<file path="src/rtl/hhb_pkg.sv">
package hhb_pkg;

  // Strobes from control to datapath
  typedef struct packed {
    logic memWe;   // word write accepted
    logic idWe;    // commit accepted, store packet id
    logic rdOk;    // read targets a full slot
  } hhbStrobe_t;

endpackage

</file>
<file path="src/rtl/hhb_ctrl.sv">
module hhb_ctrl
  import hhb_pkg::*;
#(
  parameter int NUM_SLOTS = 4,
  localparam int SLOT_W = $clog2(NUM_SLOTS)
) (
  input  logic                 clk,
  input  logic                 rstN,
  input  logic                 wrEn,
  input  logic [SLOT_W-1:0]    wrSlot,
  input  logic                 wrCommit,
  input  logic                 rdEn,
  input  logic [SLOT_W-1:0]    rdSlot,
  input  logic                 rdRelease,
  output hhbStrobe_t           strobe,
  output logic [SLOT_W-1:0]    freeSlot,
  output logic                 freeValid,
  output logic [SLOT_W-1:0]    headSlot,
  output logic                 headValid,
  output logic [NUM_SLOTS-1:0] fullMask,
  output logic                 protoErr
);

  logic [NUM_SLOTS-1:0] fullQ;
  logic [SLOT_W-1:0]    ordQ [NUM_SLOTS];
  logic [SLOT_W-1:0]    headPtrQ, tailPtrQ;
  logic [SLOT_W:0]      cntQ;
  logic                 commitOk, relOk, errQ;

  function automatic logic [SLOT_W-1:0] bump(input logic [SLOT_W-1:0] p);
    return (p == SLOT_W'(NUM_SLOTS - 1)) ? '0 : p + 1'b1;
  endfunction

  assign headSlot  = ordQ[headPtrQ];
  assign headValid = (cntQ != '0);
  assign commitOk  = wrCommit && !fullQ[wrSlot];
  assign relOk     = rdRelease && fullQ[rdSlot] && headValid && (headSlot == rdSlot);

  // one ownership bit per slot
  for (genvar s = 0; s < NUM_SLOTS; s++) begin : gSlot
    always_ff @(posedge clk) begin
      if (!rstN) begin
        fullQ[s] <= 1'b0;
      end else if (commitOk && (wrSlot == SLOT_W'(s))) begin
        fullQ[s] <= 1'b1;
      end else if (relOk && (rdSlot == SLOT_W'(s))) begin
        fullQ[s] <= 1'b0;
      end
    end
  end

  // commit-order queue
  always_ff @(posedge clk) begin
    if (!rstN) begin
      for (int i = 0; i < NUM_SLOTS; i++) ordQ[i] <= '0;
      headPtrQ <= '0;
      tailPtrQ <= '0;
      cntQ     <= '0;
    end else begin
      if (commitOk) begin
        ordQ[tailPtrQ] <= wrSlot;
        tailPtrQ       <= bump(tailPtrQ);
      end
      if (relOk) headPtrQ <= bump(headPtrQ);
      case ({commitOk, relOk})
        2'b10:   cntQ <= cntQ + 1'b1;
        2'b01:   cntQ <= cntQ - 1'b1;
        default: cntQ <= cntQ;
      endcase
    end
  end

  always_ff @(posedge clk) begin
    if (!rstN) errQ <= 1'b0;
    else if ((wrCommit && !commitOk) || (rdRelease && !relOk)) errQ <= 1'b1;
  end

  always_comb begin
    freeSlot = '0;
    for (int i = NUM_SLOTS - 1; i >= 0; i--) begin
      if (!fullQ[i]) freeSlot = SLOT_W'(i);
    end
  end

  assign freeValid    = ~&fullQ;
  assign fullMask     = fullQ;
  assign protoErr     = errQ;
  assign strobe.memWe = wrEn && !fullQ[wrSlot];
  assign strobe.idWe  = commitOk;
  assign strobe.rdOk  = rdEn && fullQ[rdSlot];

endmodule

</file>
<file path="src/rtl/hhb_data.sv">
module hhb_data
  import hhb_pkg::*;
#(
  parameter int NUM_SLOTS = 4,
  parameter int NUM_REGS  = 8,
  parameter int REG_W     = 16,
  parameter int ID_W      = 12,
  localparam int SLOT_W = $clog2(NUM_SLOTS),
  localparam int IDX_W  = $clog2(NUM_REGS),
  localparam int DEPTH  = NUM_SLOTS * NUM_REGS,
  localparam int ADDR_W = $clog2(DEPTH)
) (
  input  logic              clk,
  input  logic              rstN,
  input  hhbStrobe_t        strobe,
  input  logic              rdEn,
  input  logic [SLOT_W-1:0] wrSlot,
  input  logic [IDX_W-1:0]  wrIdx,
  input  logic [REG_W-1:0]  wrData,
  input  logic [ID_W-1:0]   wrPktId,
  input  logic [SLOT_W-1:0] rdSlot,
  input  logic [IDX_W-1:0]  rdIdx,
  output logic [REG_W-1:0]  rdData,
  output logic [ID_W-1:0]   rdPktId
);

  logic [REG_W-1:0]  mem [DEPTH];
  logic [ID_W-1:0]   ids [NUM_SLOTS];
  logic [ADDR_W-1:0] wrAddr, rdAddr;
  logic [REG_W-1:0]  rdDataQ;
  logic [ID_W-1:0]   rdIdQ;
  logic              rdOkQ;

  assign wrAddr = ADDR_W'(wrSlot) * ADDR_W'(NUM_REGS) + ADDR_W'(wrIdx);
  assign rdAddr = ADDR_W'(rdSlot) * ADDR_W'(NUM_REGS) + ADDR_W'(rdIdx);

  // write side
  always_ff @(posedge clk) begin
    if (strobe.memWe) mem[wrAddr] <= wrData;
    if (strobe.idWe)  ids[wrSlot] <= wrPktId;
  end

  // read side, registered
  always_ff @(posedge clk) begin
    if (!rstN) begin
      rdDataQ <= '0;
      rdIdQ   <= '0;
      rdOkQ   <= 1'b0;
    end else if (rdEn) begin
      rdDataQ <= mem[rdAddr];
      rdIdQ   <= ids[rdSlot];
      rdOkQ   <= strobe.rdOk;
    end
  end

  assign rdData  = rdOkQ ? rdDataQ : '0;
  assign rdPktId = rdOkQ ? rdIdQ   : '0;

endmodule

</file>
<file path="src/rtl/hdr_handoff_buf.sv">
module hdr_handoff_buf
  import hhb_pkg::*;
#(
  parameter int NUM_SLOTS = 4,
  parameter int NUM_REGS  = 8,
  parameter int REG_W     = 16,
  parameter int ID_W      = 12,
  localparam int SLOT_W = $clog2(NUM_SLOTS),
  localparam int IDX_W  = $clog2(NUM_REGS)
) (
  input  logic                 clk,
  input  logic                 rstN,
  input  logic                 wrEn,
  input  logic [SLOT_W-1:0]    wrSlot,
  input  logic [IDX_W-1:0]     wrIdx,
  input  logic [REG_W-1:0]     wrData,
  input  logic                 wrCommit,
  input  logic [ID_W-1:0]      wrPktId,
  output logic [SLOT_W-1:0]    freeSlot,
  output logic                 freeValid,
  input  logic                 rdEn,
  input  logic [SLOT_W-1:0]    rdSlot,
  input  logic [IDX_W-1:0]     rdIdx,
  output logic [REG_W-1:0]     rdData,
  output logic [ID_W-1:0]      rdPktId,
  input  logic                 rdRelease,
  output logic [SLOT_W-1:0]    headSlot,
  output logic                 headValid,
  output logic [NUM_SLOTS-1:0] fullMask,
  output logic                 protoErr
);

  hhbStrobe_t strobe;

  hhb_ctrl #(.NUM_SLOTS(NUM_SLOTS)) uCtrl (
    .clk(clk), .rstN(rstN),
    .wrEn(wrEn), .wrSlot(wrSlot), .wrCommit(wrCommit),
    .rdEn(rdEn), .rdSlot(rdSlot), .rdRelease(rdRelease),
    .strobe(strobe),
    .freeSlot(freeSlot), .freeValid(freeValid),
    .headSlot(headSlot), .headValid(headValid),
    .fullMask(fullMask), .protoErr(protoErr)
  );

  hhb_data #(
    .NUM_SLOTS(NUM_SLOTS), .NUM_REGS(NUM_REGS), .REG_W(REG_W), .ID_W(ID_W)
  ) uData (
    .clk(clk), .rstN(rstN), .strobe(strobe), .rdEn(rdEn),
    .wrSlot(wrSlot), .wrIdx(wrIdx), .wrData(wrData), .wrPktId(wrPktId),
    .rdSlot(rdSlot), .rdIdx(rdIdx), .rdData(rdData), .rdPktId(rdPktId)
  );

endmodule

</file>
<file path="config.mk">
export PLATFORM = sky130hd
export DESIGN_NAME = hdr_handoff_buf
export DESIGN_NICKNAME = d
export VERILOG_FILES = /design/src/rtl/hhb_pkg.sv /design/src/rtl/hhb_ctrl.sv /design/src/rtl/hhb_data.sv /design/src/rtl/hdr_handoff_buf.sv
export SDC_FILE = /design/constraint.sdc
export NUM_CORES = 1
export LEC_CHECK = 0
export BUFFER_PORTS_ARGS = -buffer_cell sky130_fd_sc_hd__buf_2
export CAP_MARGIN = 20
export CORE_MARGIN = 10
export CORE_UTILIZATION = 44
export DETAILED_ROUTE_END_ITERATION = 10
export GPL_ROUTABILITY_DRIVEN = 1
export PLACE_DENSITY = 0.62
export SLEW_MARGIN = 15
export SYNTH_ARGS = -nofsm -noshare
export SYNTH_HDL_FRONTEND = slang
export SYNTH_SLANG_ARGS = --single-unit
</file>
<file path="constraint.sdc">
create_clock -name clk -period 3.4 [get_ports clk]
set_input_delay 0 -clock clk [delete_from_list [all_inputs] [get_ports clk]]
set_output_delay 0 -clock clk [all_outputs]
set_load 0.02 [all_outputs]
</file>
# Word level (Yosys, flattened, before mapping)
# Memory sizes are Yosys's and may differ from the RTL's. A register that Yosys moved wholly into a read port is not among the register bits.
# Cells that the tools add are included.
totals:
  ff_bits: 13
  ram_bits: 568
  n_memories: 3
mem_list:
  columns: ["name", "depth", "word_bits", "rd", "rd_clocked_by_memory_dff", "wr", "line_no", "rtl"]
  rows:
  - ["uData.mem", 32, 16, 1, 1, 1, "hhb_data.sv:27", "logic [REG_W-1:0] mem [DEPTH];"]
  - ["uData.ids", 4, 12, 1, 1, 1, "hhb_data.sv:28", "logic [ID_W-1:0] ids [NUM_SLOTS];"]
  - ["uCtrl.ordQ", 4, 2, 1, 1, 4, "hhb_ctrl.sv:25", "logic [SLOT_W-1:0] ordQ [NUM_SLOTS];"]
op_classes:
  n_addsub: 6
  n_lt_le_gt_ge: 2
  eq_ne: 11
  muxes: 33
  n_reduce_logical: 33
ops:
  columns: ["op", "n"]
  rows:
  - ["$mux W2", 10]
  - ["$mux W1", 18]
  - ["$logic_and A1 B1 Y1", 16]
  - ["$mux W16", 1]
  - ["$eq A2 B2 Y1 const B", 7]
  - ["$mux W12", 1]
  - ["$add A5 B3 Y5", 2]
  - ["$reduce_bool A2 Y1", 5]
  - ["$eq A2 B1 Y1 const B", 3]
  - ["$logic_not A1 Y1", 6]
  - ["$lt A2 B3 Y1 const B", 2]
  - ["$pmux W3 S2", 1]
  - ["$add A2 B1 Y2 const B", 2]
  - ["$bmux W1 S2", 2]
  - ["$logic_not A2 Y1", 2]
  - ["$reduce_and A4 Y1", 1]
  - ["$add A3 B1 Y3 const B", 1]
  - ["$reduce_bool A3 Y1", 1]
  - ["$sub A3 B1 Y3 const B", 1]
  - ["$eq A2 B2 Y1", 1]
  - ["$reduce_or A2 Y1", 1]
  - ["$logic_or A1 B1 Y1", 1]

# Depth between registers and ports, before layout
depth:
  word_depth: 9
  mapped_depth: 10

# By module
# Synthesis repeated with hierarchy kept, for this count alone.
hier_totals:
  cells_unflattened: 1396
  hier_area_um2: 24046.8
modules_own_cells:
  columns: ["module", "instances", "cells_each", "area_per_inst_um2", "seq_area_each_um2"]
  rows:
  - ["hhb_data", 1, 1288, 22924.5, 17396.7]
  - ["hhb_ctrl", 1, 108, 1122.3, 520.5]

# Least setup slack after synthesis
# Ideal clock, no wire load.
synth_path:
  path_kind: "flip-flop to flip-flop"
  startpoint: "register with a tool-made name"
  endpoint: "register uCtrl.cntQ[2]"
  setup_time_ns: 0.071
  t_arrival_ns: 2.628
  slack_ns: 0.701
  stages_incl_launch_ff: 10
  path_buffers: 0
  period_less_slack_ns: 2.699
  cell_sequence: "dfxtp_1 > mux4_2 > xor2_1 > nor3_4 > ha_1 > inv_1 > fa_1 > xor2_1 > or3_1 > a21oi_1"
synth_rtl:
  columns: ["element", "line_no", "rtl"]
  rows:
  - ["end signal, assigned", "hhb_ctrl.sv:66", "2'b10: cntQ <= cntQ + 1'b1;"]
  - ["end signal, assigned", "hhb_ctrl.sv:67", "2'b01: cntQ <= cntQ - 1'b1;"]
  - ["end signal, assigned", "hhb_ctrl.sv:68", "default: cntQ <= cntQ;"]
  - ["end, declared", "hhb_ctrl.sv:27", "logic [SLOT_W:0] cntQ;"]

==> run summary <==
status: finished, final reports clean
Leak: 9.489 nW
Die X: 253.9 µm
RSZ-0062 raised after global routing: false
worst skew pair latency: 0.62 ns
Slowest-stage cell, CP: mux4_2
Clk pin slew, worst setup/hold paths: 0.06 ns
setup TNS: 0 ns
CP required: 3.93 ns
full die area: 0.06446 mm²
Finished Core Util: 51.37%
GR met2 Demand/Resource: 26.66%
top cell type's share of synthesized area: 70.86%
Layout Skew: 0.02124 ns
CTS tree: done
Cell Pwr Density: 566.2 mW/mm²
Vias/cell: 5.736
Largest stage delay, worst path: 0.58 ns
P_sw: 0.003333 W
Synth Cell Area: 0.02407 mm²
CORE AREA: 0.05403 mm²
Clock Tree Root: clkbuf_16
DP Wirelength: 33020 µm
initial core utilization: 44.55%
GRT met1 Usage: 23.92%
Worst setup EP type: register
Wirelength per Cell: 26.21 µm
syn_area_per_cell: 19.86 µm²
antenna violations before repair: 9
routed via count: 12230
Synth cell types: 41
Syn Inst Count: 1212
DIE HEIGHT: 253.9 µm
Final setup viols: 0
vias in the first global route: 12400
residual DRC count: 0
Yosys reg bits: 611
DP Worst Slack: 0.5596 ns
worst-path fanout max: 5
switch share: 21.21%
Clock Sink Count: 611
IO buf count: 82
critical path class: register to register
commonest non-fill, non-tap cell in the layout: edfxtp_1
H-Tree Depth: 2
Worst Hold Class: input pin to register
Reg power frac: 53.5%
period utilisation layout: 83.60%
drt first pass iters: 5
Top Usage Layer GRT: met2
synth top area cells: edfxtp_1 71%, mux4_1 7.1%, mux4_2 4.4%, dfxtp_1 3.6%, mux2i_1 3.3%
commonest non-fill, non-tap cells in the layout: 568 x edfxtp_1, 80 x mux2i_1, 80 x buf_2
Top Ports: 83
Rows: 85
Fin. Hold Viols: 0
PostCTS Resize Cnt: 0
share of cells above drive strength 1: 22.16%
fmax: 351.8 MHz
cell taking the most area after synthesis: edfxtp_1
fin worst setup slack: 0.5576 ns
Area Growth Syn to Fin: 15.31%
CP bufs+invs: 1
MaxCap Viol Count: 0
GP Congestion: 0.8324
cell-internal power: 0.01238 W
fillcell total: 4320
All-Layer GR Usage: 17.36%
cts bufs inserted: 60
drt total wl: 55870 µm
clock share of power: 40.8%
Comb pwr share: 5.7%
met3 Use GR: 4.791%
CTS max path bufs: 3
Final Max Tran Viols: 0
Least-Margin Pin Slew: 1.045 ns
post-layout min period: 2.842 ns
final-stage net count: 1434
grt ovf: 0
CP most frequent cell: xor2_1
sequential share of the synthesized area: 74.44%
CP cell instances: mux4_2 > xor2_1 > nor3_4 > ha_1 > inv_1 > fa_1 > xor2_1 > or3_1 > a21oi_1
Peak VDD IR: 0.4821 mV
Startpoint Class: register
CP arrival: 3.37 ns
relative slew slack: 30.21%
largest net degree at the start of global routing: 69
net count after synthesis: 1260
CP top delay family: simple AND/OR/NAND/NOR gates
DR iter-0 viols: 1207
antenna viol nets, final: 0
yosys warns: 0
first-pass GRT wire length: 82430 µm
# Post-CTS Setup Buffers: 0
[flip-flops by register name, indices dropped and copies added (netlist names), named ones only]
signal and cells:
uCtrl.cntQ 3, uCtrl.fullMask 4, uCtrl.headPtrQ 2, uCtrl.ordQ 8
uCtrl.protoErr 1, uCtrl.tailPtrQ 2, uData.ids 48, uData.mem 512
uData.rdDataQ 16, uData.rdIdQ 12, uData.rdOkQ 1
[routing by layer]
layer | share of wire [%] | vias up
met2 | 46 | 441
met3 | 8.7 | 85
met1 | 43 | 6370
met4 | 2.0 | 10
li1 | - | 5323
met5 | 0.14 | -
[final cells by class]
class	instances	area [µm²]	area share (%)
inverters	11	41.29	0.1488
multi-input cells	520	5720	20.61
clock buffers	83	1650	5.946
repair buffers	182	1306	4.706
clock inverters	28	246.5	0.8881
diodes	1	2.502	0.009016
flip-flops and latches	611	17920	64.55
well taps	696	870.8	3.138
[worst register-to-register path, stage by stage, from the launching register on]
cell and delay [ns]:
dfxtp_1 0.38, mux4_2 0.58, xor2_1 0.19, nor3_4 0.31, ha_1 0.23, inv_1 0.06, fa_1 0.38, xor2_1 0.16
or3_1 0.31, a21oi_1 0.15
[cell usage after synthesis]
master	number
buf_2	16
nand4_1	3
or2_2	1
buf_4	7
o31ai_1	2
clkbuf_1	30
or3_1	4
and3b_1	1
and2b_1	1
nand2_1	35
inv_1	11
buf_6	10
mux4_2	47
nor3_4	1
o21ai_0	20
edfxtp_1	568
nand3_1	3
buf_8	1
dfxtp_1	43
ha_1	3
o41ai_1	1
xor2_1	4
and3_1	2
nor2_1	59
and2_1	30
buf_1	6
a31oi_1	32
mux4_1	65
mux2_2	48
fa_1	1
nor2b_1	6
nand2b_1	7
mux2i_1	80
o21a_1	2
a21oi_1	7
nor3b_1	1
a22oi_1	48
o22ai_1	1
o31a_1	2
a21boi_0	1
nor3_1	2
[power groups by stage]
| stage | sequential [W] | clock (W) | combinational (W) |
|---|---|---|---|
| floorplan | 0.00854 | 0 | 0.000512 |
| global placement | 0.00855 | 0 | 0.000847 |
| detailed placement | 0.00856 | 0 | 0.000861 |
| CTS | 0.00840 | 0.00655 | 0.000905 |
| global route | 0.00841 | 0.00684 | 0.000965 |
| finish | 0.00840 | 0.00641 | 0.000900 |
[cells by family after synthesis]
family | synth area share [%]
adder cells (fa/ha/maj) | 0.2391
buffers and inverters | 1.814
XOR/XNOR | 0.1455
flip-flops | 74.44
AO/OA/AOI/OAI | 3.181
multiplexers | 17.07
AND/OR/NAND/NOR | 3.114
[worst paths after layout]
check | start | end | slack (ns) | depth (start not counted)
max | register | uCtrl.cntQ[2] | 0.56 | 9
min | wrIdx[1] | uData.mem[24][11] | 0.05 | 3
max reg2reg | register | uCtrl.cntQ[2] | 0.56 | 9
min reg2reg | uData.rdIdQ[4] | uData.rdIdQ[4] | 0.49 | 2
[what timing repair did]
action                                  in CTS  in global routing
hold buffers                                43                  0
endpoints found under the hold margin      608                  0
endpoints found under the setup margin       0                  0
[stage by stage]
step | hold slack (ns) | power, W | cells | area (µm²)
3_3_place_gp | 0.2139 | 0.009399 | 1977 | 25430
6_report | 0.05405 | 0.01571 | 2132 | 27760
5_1_grt | 0.07180 | 0.01622 | 2132 | 27760
4_1_cts | 0.02379 | 0.01586 | 2131 | 27750
3_5_place_dp | 0.2212 | 0.009422 | 1977 | 25430
2_1_floorplan | 0.09887 | 0.009055 | 1212 | 24070
Note: power is estimated with default switching activity, not from simulation.
